$ cat config.mk
export PLATFORM = sky130hd
export DESIGN_NAME = bank_decoder
export DESIGN_NICKNAME = d
export VERILOG_FILES = /design/src/rtl/bdec_pkg.sv /design/src/rtl/bdec_port_regs.sv /design/src/rtl/bdec_map.sv /design/src/rtl/bdec_id_window.sv /design/src/rtl/bank_decoder.sv
export SDC_FILE = /design/constraint.sdc
export NUM_CORES = 1
export LEC_CHECK = 0
export ABC_AREA = 1
export ABC_CLOCK_PERIOD_IN_PS = 5000
export BUFFER_PORTS_ARGS = -buffer_cell sky130_fd_sc_hd__buf_2
export CORE_MARGIN = 10
export CORE_UTILIZATION = 25
export CTS_CLUSTER_DIAMETER = 120
export DETAILED_ROUTE_END_ITERATION = 7
export GPL_TIMING_DRIVEN = 0
export PLACE_DENSITY = 0.53
export REMOVE_ABC_BUFFERS = 1
export SYNTH_ARGS = -nofsm -noshare
export SYNTH_HDL_FRONTEND = slang
export SYNTH_SLANG_ARGS = --single-unit
$ cat constraint.sdc
create_clock -name clk -period 5 [get_ports clk]
set_clock_uncertainty 0.1 [all_clocks]
set_input_delay 1 -clock clk [delete_from_list [all_inputs] [get_ports clk]]
set_output_delay 1 -clock clk [all_outputs]
set_load 0.03 [all_outputs]
$ cat src/rtl/bdec_pkg.sv
package bdec_pkg;
    localparam int ADDR_W = 16;
    localparam int PORT_W = 6;
    localparam int CFG_W  = 3;

    typedef enum logic [3:0] {
        T_RAM    = 4'd0,
        T_BASIC  = 4'd1,
        T_KERNAL = 4'd2,
        T_CHAR   = 4'd3,
        T_VIDEO  = 4'd4,
        T_SOUND  = 4'd5,
        T_COLOR  = 4'd6,
        T_TIMER1 = 4'd7,
        T_TIMER2 = 4'd8,
        T_EXPN   = 4'd9,
        T_IDWIN  = 4'd10,
        T_OPEN   = 4'd11,
        T_PORT   = 4'd12,
        T_NONE   = 4'd13
    } tgt_e;

    localparam int N_TGT = 13;

    typedef enum logic {
        PH_IDLE   = 1'b0,
        PH_ACCESS = 1'b1
    } phase_e;
endpackage

$ cat src/rtl/bdec_port_regs.sv
module bdec_port_regs
    import bdec_pkg::*;
(
    input  logic              clk,
    input  logic              rst_n,
    input  logic              wr_en,
    input  logic              which,
    input  logic [PORT_W-1:0] wdata,
    output logic [PORT_W-1:0] dir_q,
    output logic [PORT_W-1:0] port_q,
    output logic [CFG_W-1:0]  cfg
);
    always_ff @(posedge clk) begin
        if (!rst_n) begin
            dir_q  <= '0;
            port_q <= '0;
        end else if (wr_en) begin
            if (which) port_q <= wdata;
            else       dir_q  <= wdata;
        end
    end

    logic [PORT_W-1:0] eff;
    assign eff = ~dir_q | port_q;
    assign cfg = eff[CFG_W-1:0];

    AST_PORT_HOLD: assert property (@(posedge clk) disable iff (!rst_n)
        !wr_en |=> ($stable(dir_q) && $stable(port_q)));
endmodule

$ cat src/rtl/bdec_map.sv
module bdec_map
    import bdec_pkg::*;
(
    input  logic [ADDR_W-1:0] addr,
    input  logic              we,
    input  logic [CFG_W-1:0]  cfg,
    output tgt_e              tgt,
    output logic [ADDR_W-1:0] off
);
    logic basic_on, kern_on, char_on, io_on;
    assign basic_on = (cfg[1:0] == 2'b11);
    assign kern_on  = cfg[1];
    assign char_on  = (|cfg[1:0]) && !cfg[2];
    assign io_on    = (|cfg[1:0]) && cfg[2];

    logic [3:0] top_nib;
    assign top_nib = addr[15:12];

    always_comb begin
        tgt = T_NONE;
        off = '0;
        if (top_nib == 4'hD && io_on) begin
            unique case (addr[11:8])
                4'h0, 4'h1, 4'h2, 4'h3: begin tgt = T_VIDEO;  off = {10'd0, addr[5:0]}; end
                4'h4, 4'h5, 4'h6, 4'h7: begin tgt = T_SOUND;  off = {11'd0, addr[4:0]}; end
                4'h8, 4'h9, 4'hA, 4'hB: begin tgt = T_COLOR;  off = {6'd0, addr[9:0]}; end
                4'hC:                   begin tgt = T_TIMER1; off = {12'd0, addr[3:0]}; end
                4'hD:                   begin tgt = T_TIMER2; off = {12'd0, addr[3:0]}; end
                default: begin
                    if (addr[15:4] == 12'hDF0) begin
                        tgt = T_EXPN; off = {12'd0, addr[3:0]};
                    end else if (!we && addr < 16'hDFA0) begin
                        tgt = T_OPEN;
                    end else if (!we) begin
                        tgt = T_IDWIN; off = {9'd0, addr[6:0]};
                    end
                end
            endcase
        end else if (we) begin
            tgt = T_RAM; off = addr;
        end else if (addr[15:1] == '0) begin
            tgt = T_PORT; off = addr;
        end else if ((top_nib == 4'hA || top_nib == 4'hB) && basic_on) begin
            tgt = T_BASIC; off = {3'd0, addr[12:0]};
        end else if (top_nib == 4'hD && char_on) begin
            tgt = T_CHAR; off = {4'd0, addr[11:0]};
        end else if ((top_nib == 4'hE || top_nib == 4'hF) && kern_on) begin
            tgt = T_KERNAL; off = {3'd0, addr[12:0]};
        end else begin
            tgt = T_RAM; off = addr;
        end
    end
endmodule

$ cat src/rtl/bdec_id_window.sv
module bdec_id_window #(
    parameter int          DATA_W   = 8,
    parameter logic [7:0]  SIG_BYTE = 8'h46,
    parameter logic [7:0]  TOG_INIT = 8'h55,
    parameter logic [7:0]  OPEN_VAL = 8'hFF
) (
    input  logic              clk,
    input  logic              rst_n,
    input  logic              bump,
    input  logic [6:0]        ofs,
    output logic [DATA_W-1:0] id_data
);
    logic [DATA_W-1:0] tog_q;

    always_ff @(posedge clk) begin
        if (!rst_n) tog_q <= TOG_INIT;
        else if (bump) tog_q <= ~tog_q;
    end

    always_comb begin
        if (ofs == 7'h7F)      id_data = tog_q;
        else if (ofs == 7'h7E) id_data = SIG_BYTE;
        else                   id_data = OPEN_VAL;
    end

    AST_TOGGLE_FLIPS: assert property (@(posedge clk) disable iff (!rst_n)
        bump |=> (tog_q == ~$past(tog_q)));
    AST_TOGGLE_HOLDS: assert property (@(posedge clk) disable iff (!rst_n)
        !bump |=> $stable(tog_q));
endmodule

$ cat src/rtl/bank_decoder.sv
module bank_decoder
    import bdec_pkg::*;
#(
    parameter int         DATA_W   = 8,
    parameter int         COL_W    = 4,
    parameter logic [7:0] OPEN_VAL = 8'hFF
) (
    input  logic              clk,
    input  logic              rst_n,
    input  logic              bus_strobe,
    input  logic              bus_we,
    input  logic [15:0]       bus_addr,
    input  logic [7:0]        bus_wdata,
    input  logic [7:0]        ram_rd,
    input  logic [7:0]        basic_rd,
    input  logic [7:0]        kernal_rd,
    input  logic [7:0]        char_rd,
    input  logic [7:0]        video_rd,
    input  logic [7:0]        sound_rd,
    input  logic [3:0]        color_rd,
    input  logic [7:0]        timer1_rd,
    input  logic [7:0]        timer2_rd,
    input  logic [7:0]        expn_rd,
    output logic              valid_o,
    output logic [12:0]       sel_o,
    output logic [15:0]       off_o,
    output logic              wr_o,
    output logic [7:0]        wdata_o,
    output logic [7:0]        rdata_o
);
    localparam int HI_W = DATA_W - COL_W;

    logic [PORT_W-1:0] dir_q, port_q;
    logic [CFG_W-1:0]  cfg;
    tgt_e              tgt_d, tgt_q;
    logic [ADDR_W-1:0] off_d, off_q;
    logic              wr_q;
    logic [DATA_W-1:0] wdata_q, id_data;
    phase_e            state_q, state_d;

    logic port_wr, id_bump;
    assign port_wr = bus_strobe && bus_we && (bus_addr[15:1] == '0);
    assign id_bump = bus_strobe && !bus_we && (tgt_d == T_IDWIN) && (bus_addr[6:0] == 7'h7F);

    bdec_port_regs u_port (
        .clk(clk), .rst_n(rst_n), .wr_en(port_wr), .which(bus_addr[0]),
        .wdata(bus_wdata[PORT_W-1:0]), .dir_q(dir_q), .port_q(port_q), .cfg(cfg)
    );

    bdec_map u_map (
        .addr(bus_addr), .we(bus_we), .cfg(cfg), .tgt(tgt_d), .off(off_d)
    );

    bdec_id_window #(.DATA_W(DATA_W), .OPEN_VAL(OPEN_VAL)) u_id (
        .clk(clk), .rst_n(rst_n), .bump(id_bump), .ofs(off_q[6:0]), .id_data(id_data)
    );

    // sequencer: next state
    always_comb begin
        unique case (state_q)
            PH_IDLE:   state_d = bus_strobe ? PH_ACCESS : PH_IDLE;
            PH_ACCESS: state_d = bus_strobe ? PH_ACCESS : PH_IDLE;
            default:   state_d = PH_IDLE;
        endcase
    end

    // state and access registers
    always_ff @(posedge clk) begin
        if (!rst_n) begin
            state_q <= PH_IDLE;
            tgt_q   <= T_NONE;
            off_q   <= '0;
            wr_q    <= 1'b0;
            wdata_q <= '0;
        end else begin
            state_q <= state_d;
            if (bus_strobe) begin
                tgt_q   <= tgt_d;
                off_q   <= off_d;
                wr_q    <= bus_we;
                wdata_q <= (tgt_d == T_COLOR) ? {{HI_W{1'b0}}, bus_wdata[COL_W-1:0]} : bus_wdata;
            end
        end
    end

    // outputs
    assign valid_o = (state_q == PH_ACCESS);
    assign off_o   = off_q;
    assign wr_o    = valid_o && wr_q;
    assign wdata_o = wdata_q;

    for (genvar i = 0; i < N_TGT; i++) begin : g_sel
        assign sel_o[i] = valid_o && (tgt_q == tgt_e'(i));
    end

    always_comb begin
        rdata_o = OPEN_VAL;
        if (valid_o && !wr_q) begin
            unique case (tgt_q)
                T_RAM:    rdata_o = ram_rd;
                T_BASIC:  rdata_o = basic_rd;
                T_KERNAL: rdata_o = kernal_rd;
                T_CHAR:   rdata_o = char_rd;
                T_VIDEO:  rdata_o = video_rd;
                T_SOUND:  rdata_o = sound_rd;
                T_COLOR:  rdata_o = {OPEN_VAL[DATA_W-1:COL_W], color_rd};
                T_TIMER1: rdata_o = timer1_rd;
                T_TIMER2: rdata_o = timer2_rd;
                T_EXPN:   rdata_o = expn_rd;
                T_IDWIN:  rdata_o = id_data;
                T_PORT:   rdata_o = {2'b00, off_q[0] ? port_q : dir_q};
                default:  rdata_o = OPEN_VAL;
            endcase
        end
    end

    AST_VALID_FOLLOWS: assert property (@(posedge clk) disable iff (!rst_n)
        bus_strobe |=> valid_o);
    AST_IDLE_NO_SEL: assert property (@(posedge clk) disable iff (!rst_n)
        !bus_strobe |=> (sel_o == '0));
    AST_SEL_ONEHOT: assert property (@(posedge clk) disable iff (!rst_n)
        valid_o && !wr_o |-> $onehot(sel_o));
    AST_NO_ROM_WRITE: assert property (@(posedge clk) disable iff (!rst_n)
        wr_o |-> !(sel_o[T_BASIC] || sel_o[T_KERNAL] || sel_o[T_CHAR]));
    AST_KERNAL_CFG: assert property (@(posedge clk) disable iff (!rst_n)
        bus_strobe |=> (!sel_o[T_KERNAL] || $past(cfg[1])));
    AST_BASIC_CFG: assert property (@(posedge clk) disable iff (!rst_n)
        bus_strobe |=> (!sel_o[T_BASIC] || ($past(cfg[1:0]) == 2'b11)));
    AST_COLOR_NIBBLE: assert property (@(posedge clk) disable iff (!rst_n)
        (wr_o && sel_o[T_COLOR]) |-> (wdata_o[7:4] == 4'h0));
endmodule

==> impl_metrics.yaml, run 1 <==
run_status:
  status: "complete, no violations"
global_route:
  grt_pass1_wl_um: 20710
  grt_max_degree: 23
  grt_pass1_vias: 4087
  grt.total_usage: 0.1395
  grt_overflow: 0
  antenna_found_initial: 0
synthesis:
  syn_inst: 514
  synth-seq-cells: 50
  synthTopCellsByArea: "dfxtp_1 (31%), nand2_1 (16%), nor2_1 (7.9%)"
  netlist_area_um2: 3222
  ys.warnings.count: 0
  async_reset_ff_frac: 0
  synth-edff-count: 0
  synth_cell_types: 37
  ys.flop_type: "dfxtp_1"
  synth.avg_cell_area_um2: 6.268
  yosysSeqAreaShare: 0.3107
  yosys.area.top_type: "dfxtp_1"
  synth_top_cell_area_share: 0.3107
power:
  clkPwrFrac: 0.385
  combPwrFrac: 0.205
  swShare: 0.2976
  power_switching_mw: 0.3079
  p_seq_frac: 0.410
  peakVddDrop_uv: 140.3
  power_density_nw_per_um2: 239.0
  p_leak_nw: 2.189
  p_int_mw: 0.7266
placement:
  hpwl_um: 10710
  io_buffers: 150
  gp_congestion: 0.8844
  preCtsSetupSlack_ns: 1.594
setup_path:
  crit_path_end: "rdata_o[1]"
  worstSetupPathType: "flop to primary output"
  start_kind: "flop"
  critPathRequiredTime_ns: 3.90
  reg2reg_slack_ns: 3.08
  critPathArrivalTime_ns: 2.59
  reg2reg_depth: 11
  worstReg2RegStart: "u_port.dir_q[0]"
  startpoint: "tgt_q[0]"
  reg2reg_to: "wdata_o[4]"
  critPathCaptureType: "primary output"
  critPathMaxFanout: 11
clock_network:
  post-cts-setup-buffers: 0
  cts_root_buffer: "clkbuf_16"
  ctsHoldBuffers: 0
  clk_path_buf_depth: 2
  cts_inserted_buffers: 5
  cts_sinks: 50
  clk_latency_ns: 0.28
  clk_pin_slew_ns: 0.07
  ctsResizeCount: 0
  h-tree-depth: 2
  tritoncts: "yes"
die:
  core_um2: 12620
  chipWidth_um: 133.5
  ioPinCount: 151
  rows: 41
  die-area_um2: 17830
  die_y_um: 133.5
  initial_core_util: 0.2553
layout:
  num_antenna_cells: 0
  nFillCells: 1407
  syn_to_final_growth_pct: 34.37
  drive_above_1_share: 0.2708
  final_nets: 768
timing:
  grt_setup_unrepaired: "false"
  hold_viol: 0
  fin_ws_ns: 1.306
  finalSetupViolCount: 0
  tns_ns: 0
  tightest_slew_ns: 1.052
  layout_min_cycle_time_ns: 3.694
  fin_crit_sh: 0.7388
  fmax_mhz: 270.7
  relSlewSlack: 0.2935
  slew_viol_final: 0
detailed_routing:
  routed_wl_um: 12810
  vias: 3858
  viasPerCell: 4.631
  drtAntennaViolNets: 0
  drt-pass1-iter-count: 4
  drt_iter0_drc: 223
  wire_per_inst_um: 15.38
  drc: 0
worst_hold_path:
  min_path_type: "flop to flop"
flow_run:
  max_cap_violations: 0
## Yosys cell counts, drive strengths merged (4+ instances only)
master,count
a21oi,24
dfxtp,50
nand3,41
ha,4
nor2,74
inv,65
a221oi,7
buf,5
a22o,6
nor3,7
o211ai,4
nand4,13
nor4,4
nand2,143
nand3b,5
clkbuf,7
o21ai,38
## through the flow
stage	hold slack (ns)	util	cells	cell area (um2)	power, mW
final	0.3544	0.3431	833	4329	1.034
after global routing	0.3821	0.3431	833	4329	1.091
after CTS	0.3543	0.3431	833	4329	1.049
after detailed placement	0.3386	0.3293	825	4155	0.6467
after global placement	0.3354	0.3279	824	4138	0.6429
after floorplan	0.3366	-	502	3172	0.5485
## state kept, by name (all words and copies together), names as in the netlist
signal         count
off_o             16
u_id.tog_q         8
wdata_o            8
u_port.dir_q       6
u_port.port_q      6
tgt_q              4
valid_o            1
wr_q               1
## worst max-delay path: stages, from the launching register on
cell	delay [ns]
dfxtp_1	0.34
nor2_1	0.61
inv_1	0.19
nor2_1	0.55
a22o_1	0.25
nor2_1	0.06
nand4_1	0.11
buf_2	0.22
## how the worst min path moves through the flow
stage                  start       endpoint  slack, ns  cells after the start
3_3_place_gp      wdata_o[7]     wdata_o[7]       0.34                      2
4_1_cts           wdata_o[5]     wdata_o[5]       0.35                      2
2_1_floorplan  u_id.tog_q[2]  u_id.tog_q[2]       0.34                      2
6_report           off_o[13]      off_o[13]       0.35                      2
3_5_place_dp      wdata_o[5]     wdata_o[5]       0.34                      2
5_1_grt           wdata_o[5]     wdata_o[5]       0.38                      2
## power by group through the flow
stage / clock (mW) / sequential (mW) / combinational (mW)
finish: 0.399 / 0.424 / 0.212
global route: 0.428 / 0.426 / 0.236
CTS: 0.411 / 0.424 / 0.215
detailed placement: 0 / 0.433 / 0.214
global placement: 0 / 0.432 / 0.211
floorplan: 0 / 0.455 / 0.0939
## cell families after synthesis
kind of cell | synth area share
and+or+nand+nor | 0.4047
AOI/OAI and AO/OA | 0.1755
buffers and inverters | 0.09359
DFF | 0.3107
adders and majority gates | 0.01553
## cell type report
| cell class | instances | area [um2] | share of cell area |
|---|---|---|---|
| Multi-Input combinational cell | 385 | 1922 | 0.4439 |
| Sequential cell | 50 | 1001 | 0.2312 |
| Timing Repair Buffer | 151 | 765.7 | 0.1769 |
| Inverter | 67 | 251.5 | 0.05809 |
| Tap cell | 172 | 215.2 | 0.04971 |
| Clock buffer | 5 | 125.1 | 0.02890 |
| Clock inverter | 3 | 48.80 | 0.01127 |
## cell usage in the layout, fill, tap and decap left out, types with 2 or more instances in the layout
master,Yosys,final
nand3b_1,4,4
o22ai_1,2,2
ha_1,4,4
a211oi_1,2,2
a21oi_1,24,24
nand2_1,136,136
nor2_1,68,67
nand2_2,7,7
nor2_2,1,2
nand3_2,4,4
a221oi_1,7,7
buf_2,4,150
inv_1,64,64
dfxtp_1,50,50
o211ai_1,4,4
nand4_1,13,13
a32o_1,2,2
clkinv_1,2,2
nor4_1,4,4
nand3_1,37,37
o31ai_1,3,3
a22o_1,6,6
nor3_1,7,7
o21ai_0,37,37
nor2_8,2,2
clkbuf_16,0,5
nor2_4,3,3
## routing by layer
metal  track usage  up-vias  share of wire
met5             0        -              0
met1        0.1637     1746           0.44
met3       0.03158        6          0.062
met2        0.2519      111           0.49
li1              -     1995              -
met4       0.02902        0         0.0083
No activity file was read; power rests on OpenSTA's default activity.
==> run 2: changes to the inputs <==
--- a/config.mk
+++ b/config.mk
@@ -6,14 +6,14 @@
 export NUM_CORES = 1
 export LEC_CHECK = 0
 export ABC_AREA = 1
-export ABC_CLOCK_PERIOD_IN_PS = 5000
+export ABC_CLOCK_PERIOD_IN_PS = 3050
 export BUFFER_PORTS_ARGS = -buffer_cell sky130_fd_sc_hd__buf_2
 export CORE_MARGIN = 10
 export CORE_UTILIZATION = 25
 export CTS_CLUSTER_DIAMETER = 120
 export DETAILED_ROUTE_END_ITERATION = 7
 export GPL_TIMING_DRIVEN = 0
-export PLACE_DENSITY = 0.53
+export PLACE_DENSITY = 0.55
 export REMOVE_ABC_BUFFERS = 1
 export SYNTH_ARGS = -nofsm -noshare
 export SYNTH_HDL_FRONTEND = slang
==> constraint.sdc (replaced) <==
create_clock -name clk -period 3.05 [get_ports clk]
set_clock_uncertainty 0.1 [all_clocks]
set_input_delay 0.61 -clock clk [delete_from_list [all_inputs] [get_ports clk]]
set_output_delay 0.61 -clock clk [all_outputs]
set_load 0.03 [all_outputs]
==> impl_metrics.yaml, run 2 (synthesis gave the netlist of run 1 again) <==
layout:
  num_antenna_cells: 0
  final_nets: 768
  mostFrequentLayoutCells: "buf_2 (150), nand2_1 (136), nor2_1 (65)"
  syn_to_final_growth_pct: 35.42
  final_common_cell: "buf_2"
  nFillCells: 1446
  largest_reg_flops: 16
  drive_above_1_share: 0.2799
global_route:
  antenna_found_initial: 0
  grt.total_usage: 0.1369
  grt_max_degree: 23
  grt_pass1_wl_um: 20250
  grt_overflow: 0
  grt_pass1_vias: 3928
setup_path:
  critPathRequiredTime_ns: 2.34
  worstSetupPathType: "flop to primary output"
  cp_top_family: "simple AND/OR/NAND/NOR gates"
  start_kind: "flop"
  critPathArrivalTime_ns: 2.15
  critPathCaptureType: "primary output"
  max_stage_delay_ns: 0.49
  critPathMaxFanout: 11
  cp_slowest_cell: "nor2_1"
  cpMostUsedCell: "nand2_1"
  crit_chain: "nor2_4 > inv_1 > nor2_1 > nand2_1 > nand2_1 > a221oi_1 > nand3_1 > buf_2"
  crit_buf_inv: 2
worst_hold_path:
  min_path_type: "flop to flop"
timing:
  tns_ns: 0
  tightest_slew_ns: 1.067
  hold_viol: 0
  slew_viol_final: 0
  relSlewSlack: 0.2832
  finalSetupViolCount: 0
  fin_ws_ns: 0.1904
  fmax_mhz: 349.7
  holdWs_ns: 0.3532
  layout_min_cycle_time_ns: 2.860
  grt_setup_unrepaired: "false"
  fin_crit_sh: 0.9376
detailed_routing:
  drt-pass1-iter-count: 4
  viasPerCell: 4.621
  drc: 0
  routed_wl_um: 12810
  vias: 3849
  drt_iter0_drc: 202
  wire_per_inst_um: 15.38
  drtAntennaViolNets: 0
power:
  power_density_nw_per_um2: 389.1
  peakVddDrop_uv: 291.2
  p_leak_nw: 2.197
die:
  die_y_um: 133.5
  rows: 41
  initial_core_util: 0.2553
  ioPinCount: 151
  die-area_um2: 17830
  core_um2: 12620
  chipWidth_um: 133.5
placement:
  gp_congestion: 0.8773
  hpwl_um: 10740
  io_buffers: 150
  preCtsSetupSlack_ns: 0.06388
clock_network:
  clk_latency_ns: 0.29
  cts_root_buffer: "clkbuf_16"
  h-tree-depth: 2
  cts_sinks: 50
  cts_inserted_buffers: 5
  clk_path_buf_depth: 2
  post-cts-setup-buffers: 0
  ctsHoldBuffers: 0
  tritoncts: "yes"
  clk_pin_slew_ns: 0.07
flow_run:
  max_cap_violations: 0
run_status:
  status: "complete, no violations"
==> run 2: tightest hold or removal path: cells and delay by family, from the launching register on <==
family	cells	cell delay, ns
flops	1	0.31
simple gates	2	0.10
==> run 2: timing repair <==
| action | CTS | global route |
|---|---|---|
| pin swaps | 0 | 1 |
| endpoints found under the setup margin | 8 | 8 |
| gates resized for setup | 2 | 6 |
| hold endpoints to repair | 0 | 0 |
==> run 2: path summary, 6_finish.rpt <==
kind / cells after the start / slack (ns) / from / endpoint
worst max register to register: 11 / 1.14 / u_port.dir_q[0] / wdata_o[7]
worst max-delay path: 8 / 0.19 / tgt_q[0] / rdata_o[0]
worst min-delay path: 2 / 0.35 / wdata_o[6] / wdata_o[6]
worst min register to register: 2 / 0.35 / wdata_o[6] / wdata_o[6]
==> run 2: area by class of cell <==
cell class | count | area (um2) | share of cell area
multi-input combinational | 385 | 1957 | 0.4485
sequential | 50 | 1001 | 0.2294
timing repair buffer | 151 | 765.7 | 0.1755
inverter | 67 | 251.5 | 0.05764
tap | 172 | 215.2 | 0.04933
clock buffer | 5 | 125.1 | 0.02868
clock inverter | 3 | 47.55 | 0.01090
==> run 2: per-layer routing <==
layer,GRT usage,wire [um],up-vias
met2,0.2445,6526,92
met4,0.03144,129,0
met3,0.01992,470,9
met1,0.1681,5687,1758
met5,0,0,-
li1,-,-,1990
==> run 2: report_power, final <==
group / total (mW) / internal [mW] / switching, mW / leakage [nW]
sequential: 0.695 / 0.677 / 0.0184 / 0.409
combinational: 0.353 / 0.123 / 0.229 / 1.70
clock: 0.650 / 0.393 / 0.256 / 0.0848
==> run 2: per-stage QoR <==
stage	util	instance area [um2]	power [mW]	cells
2_1_floorplan	-	3172	0.8991	502
3_3_place_gp	0.3279	4138	1.054	824
3_5_place_dp	0.3293	4155	1.061	825
4_1_cts	0.3432	4332	1.716	833
5_1_grt	0.3457	4363	1.782	833
6_report	0.3457	4363	1.697	833
==> run 3: changes to the inputs <==
--- a/config.mk
+++ b/config.mk
@@ -6,7 +6,7 @@
 export NUM_CORES = 1
 export LEC_CHECK = 0
 export ABC_AREA = 1
-export ABC_CLOCK_PERIOD_IN_PS = 3050
+export ABC_CLOCK_PERIOD_IN_PS = 2350
 export BUFFER_PORTS_ARGS = -buffer_cell sky130_fd_sc_hd__buf_2
 export CORE_MARGIN = 10
 export CORE_UTILIZATION = 25
==> constraint.sdc (replaced) <==
create_clock -name clk -period 2.35 [get_ports clk]
set_clock_uncertainty 0.1 [all_clocks]
set_input_delay 0.47 -clock clk [delete_from_list [all_inputs] [get_ports clk]]
set_output_delay 0.47 -clock clk [all_outputs]
set_load 0.03 [all_outputs]
==> impl_metrics.yaml, run 3 (synthesis gave the netlist of run 1 again) <==
setup_path:
  crit_chain: "nand2_1 > inv_2 > nand3_2 > o21a_4 > nand2_4 > nor4_4 > nand4_1 > buf_6"
  start_kind: "flop"
  reg2reg_slack_ns: 0.43
  crit_cells: 8
  worstReg2RegStart: "u_port.dir_q[0]"
  cp_top_family: "simple AND/OR/NAND/NOR gates"
  reg2reg_to: "wdata_o[7]"
  reg2reg_depth: 11
  max_stage_delay_ns: 0.37
  critPathArrivalTime_ns: 1.77
  cp_slowest_cell: "dfxtp_4"
  critPathRequiredTime_ns: 1.78
  critPathMaxFanout: 4
  critPathCaptureType: "primary output"
  crit_buf_inv: 2
  worstSetupPathType: "flop to primary output"
global_route:
  grt_pass1_vias: 3979
  antenna_found_initial: 0
  grt_max_degree: 23
  grt_pass1_wl_um: 20570
  grt.total_usage: 0.1394
  grt_overflow: 0
timing:
  fmax_mhz: 428.1
  tightest_slew_ns: 0.7048
  slew_viol_final: 0
  relSlewSlack: 0.5290
  grt_setup_unrepaired: "true"
  hold_viol: 0
  layout_min_cycle_time_ns: 2.336
  finalSetupViolCount: 0
  fin_crit_sh: 0.9940
detailed_routing:
  wire_per_inst_um: 15.58
  routed_wl_um: 13100
  drt_iter0_drc: 194
  drtAntennaViolNets: 0
  drc: 0
  viasPerCell: 4.652
  drt-pass1-iter-count: 4
  vias: 3912
placement:
  io_buffers: 150
  gp_congestion: 0.8773
  placed_cells: 825
  hpwl_um: 10740
power:
  swShare: 0.3039
  p_seq_frac: 0.400
  power_switching_mw: 0.6895
  peakVddDrop_uv: 378.4
  combPwrFrac: 0.229
  p_leak_nw: 2.325
  clkPwrFrac: 0.372
  power_density_nw_per_um2: 478.6
  p_int_mw: 1.580
  p_total_mw: 2.269
layout:
  final_cells: 841
  multiInputGateArea_um2: 2192
  drive_above_1_share: 0.3722
  final_common_cell: "buf_2"
  largest_reg_flops: 16
  num_antenna_cells: 0
  final_nets: 776
  syn_to_final_growth_pct: 47.15
  regArea_um2: 1020
  mostFrequentLayoutCells: "buf_2 (142), nand2_1 (129), nor2_1 (57)"
  nFillCells: 1396
die:
  initial_core_util: 0.2553
  core_um2: 12620
  ioPinCount: 151
  die-area_um2: 17830
  die_y_um: 133.5
  chipWidth_um: 133.5
  rows: 41
worst_hold_path:
  whs_path_depth: 3
  min_path_type: "input pin to flop"
  min_delay_worst_endpoint: "off_o[6]"
  min_from: "bus_addr[6]"
clock_network:
  clk_pin_slew_ns: 0.07
  clk_latency_ns: 0.29
  cts_root_buffer: "clkbuf_16"
  ctsHoldBuffers: 0
  clk_path_buf_depth: 2
  h-tree-depth: 2
  cts_sinks: 50
  tritoncts: "yes"
  cts_inserted_buffers: 5
run_status:
  status: "complete, no violations"
flow_run:
  max_cap_violations: 0
## run 3: stage by stage
step	area (um2)	setup WS, ns	hold WS (ns)	util	TNS [ns]
3_5_place_dp	4155	-0.4961	0.3374	0.3293	-4.451
4_1_cts	4537	-0.02731	0.3371	0.3595	-0.05423
2_1_floorplan	3172	0.03906	0.3366	-	0
6_report	4741	0.01409	0.3416	0.3757	0
3_3_place_gp	4138	-0.6825	0.3366	0.3279	-13.10
5_1_grt	4741	-0.1452	0.3682	0.3757	-0.4908
## run 3: layout make-up
class | count | area share
Sequential cell | 50 | 0.2151
Inverter | 67 | 0.05595
Timing Repair Buffer | 159 | 0.1847
Clock buffer | 5 | 0.02639
Multi-Input combinational cell | 385 | 0.4624
Tap cell | 172 | 0.04539
Clock inverter | 3 | 0.01003
## run 3: worst max path at each step
stage | from | end | slack (ns)
6_report | tgt_q[1] | rdata_o[2] | 0.01
3_5_place_dp | tgt_q[0] | rdata_o[0] | -0.50
5_1_grt | off_o[4] | rdata_o[6] | -0.15
3_3_place_gp | rst_n | tgt_q[3] | -0.68
4_1_cts | off_o[6] | rdata_o[0] | -0.03
2_1_floorplan | tgt_q[0] | sel_o[0] | 0.04
## run 3: worst min-delay path: stages
cell     delay, ns
buf_2         0.10
nand3_1       0.07
o21ai_0       0.06
## run 3: metal layers
metal,global-route usage,share of wire
met1,0.1699,0.44
met2,0.2500,0.51
met3,0.02030,0.042
met4,0.03325,0.015
met5,0,0
## run 3: what timing repair did
action,in CTS,in global routing
setup buffers,4,4
gates cloned,0,0
pin swaps,7,8
endpoints found under the setup margin,13,14
resized for setup,54,61
## run 3: power by group through the flow
stage	clock network [mW]	logic (mW)	registers, mW
floorplan	0	0.200	0.967
global placement	0	0.450	0.919
detailed placement	0	0.457	0.920
CTS	0.867	0.492	0.906
global route	0.902	0.565	0.911
finish	0.844	0.519	0.907
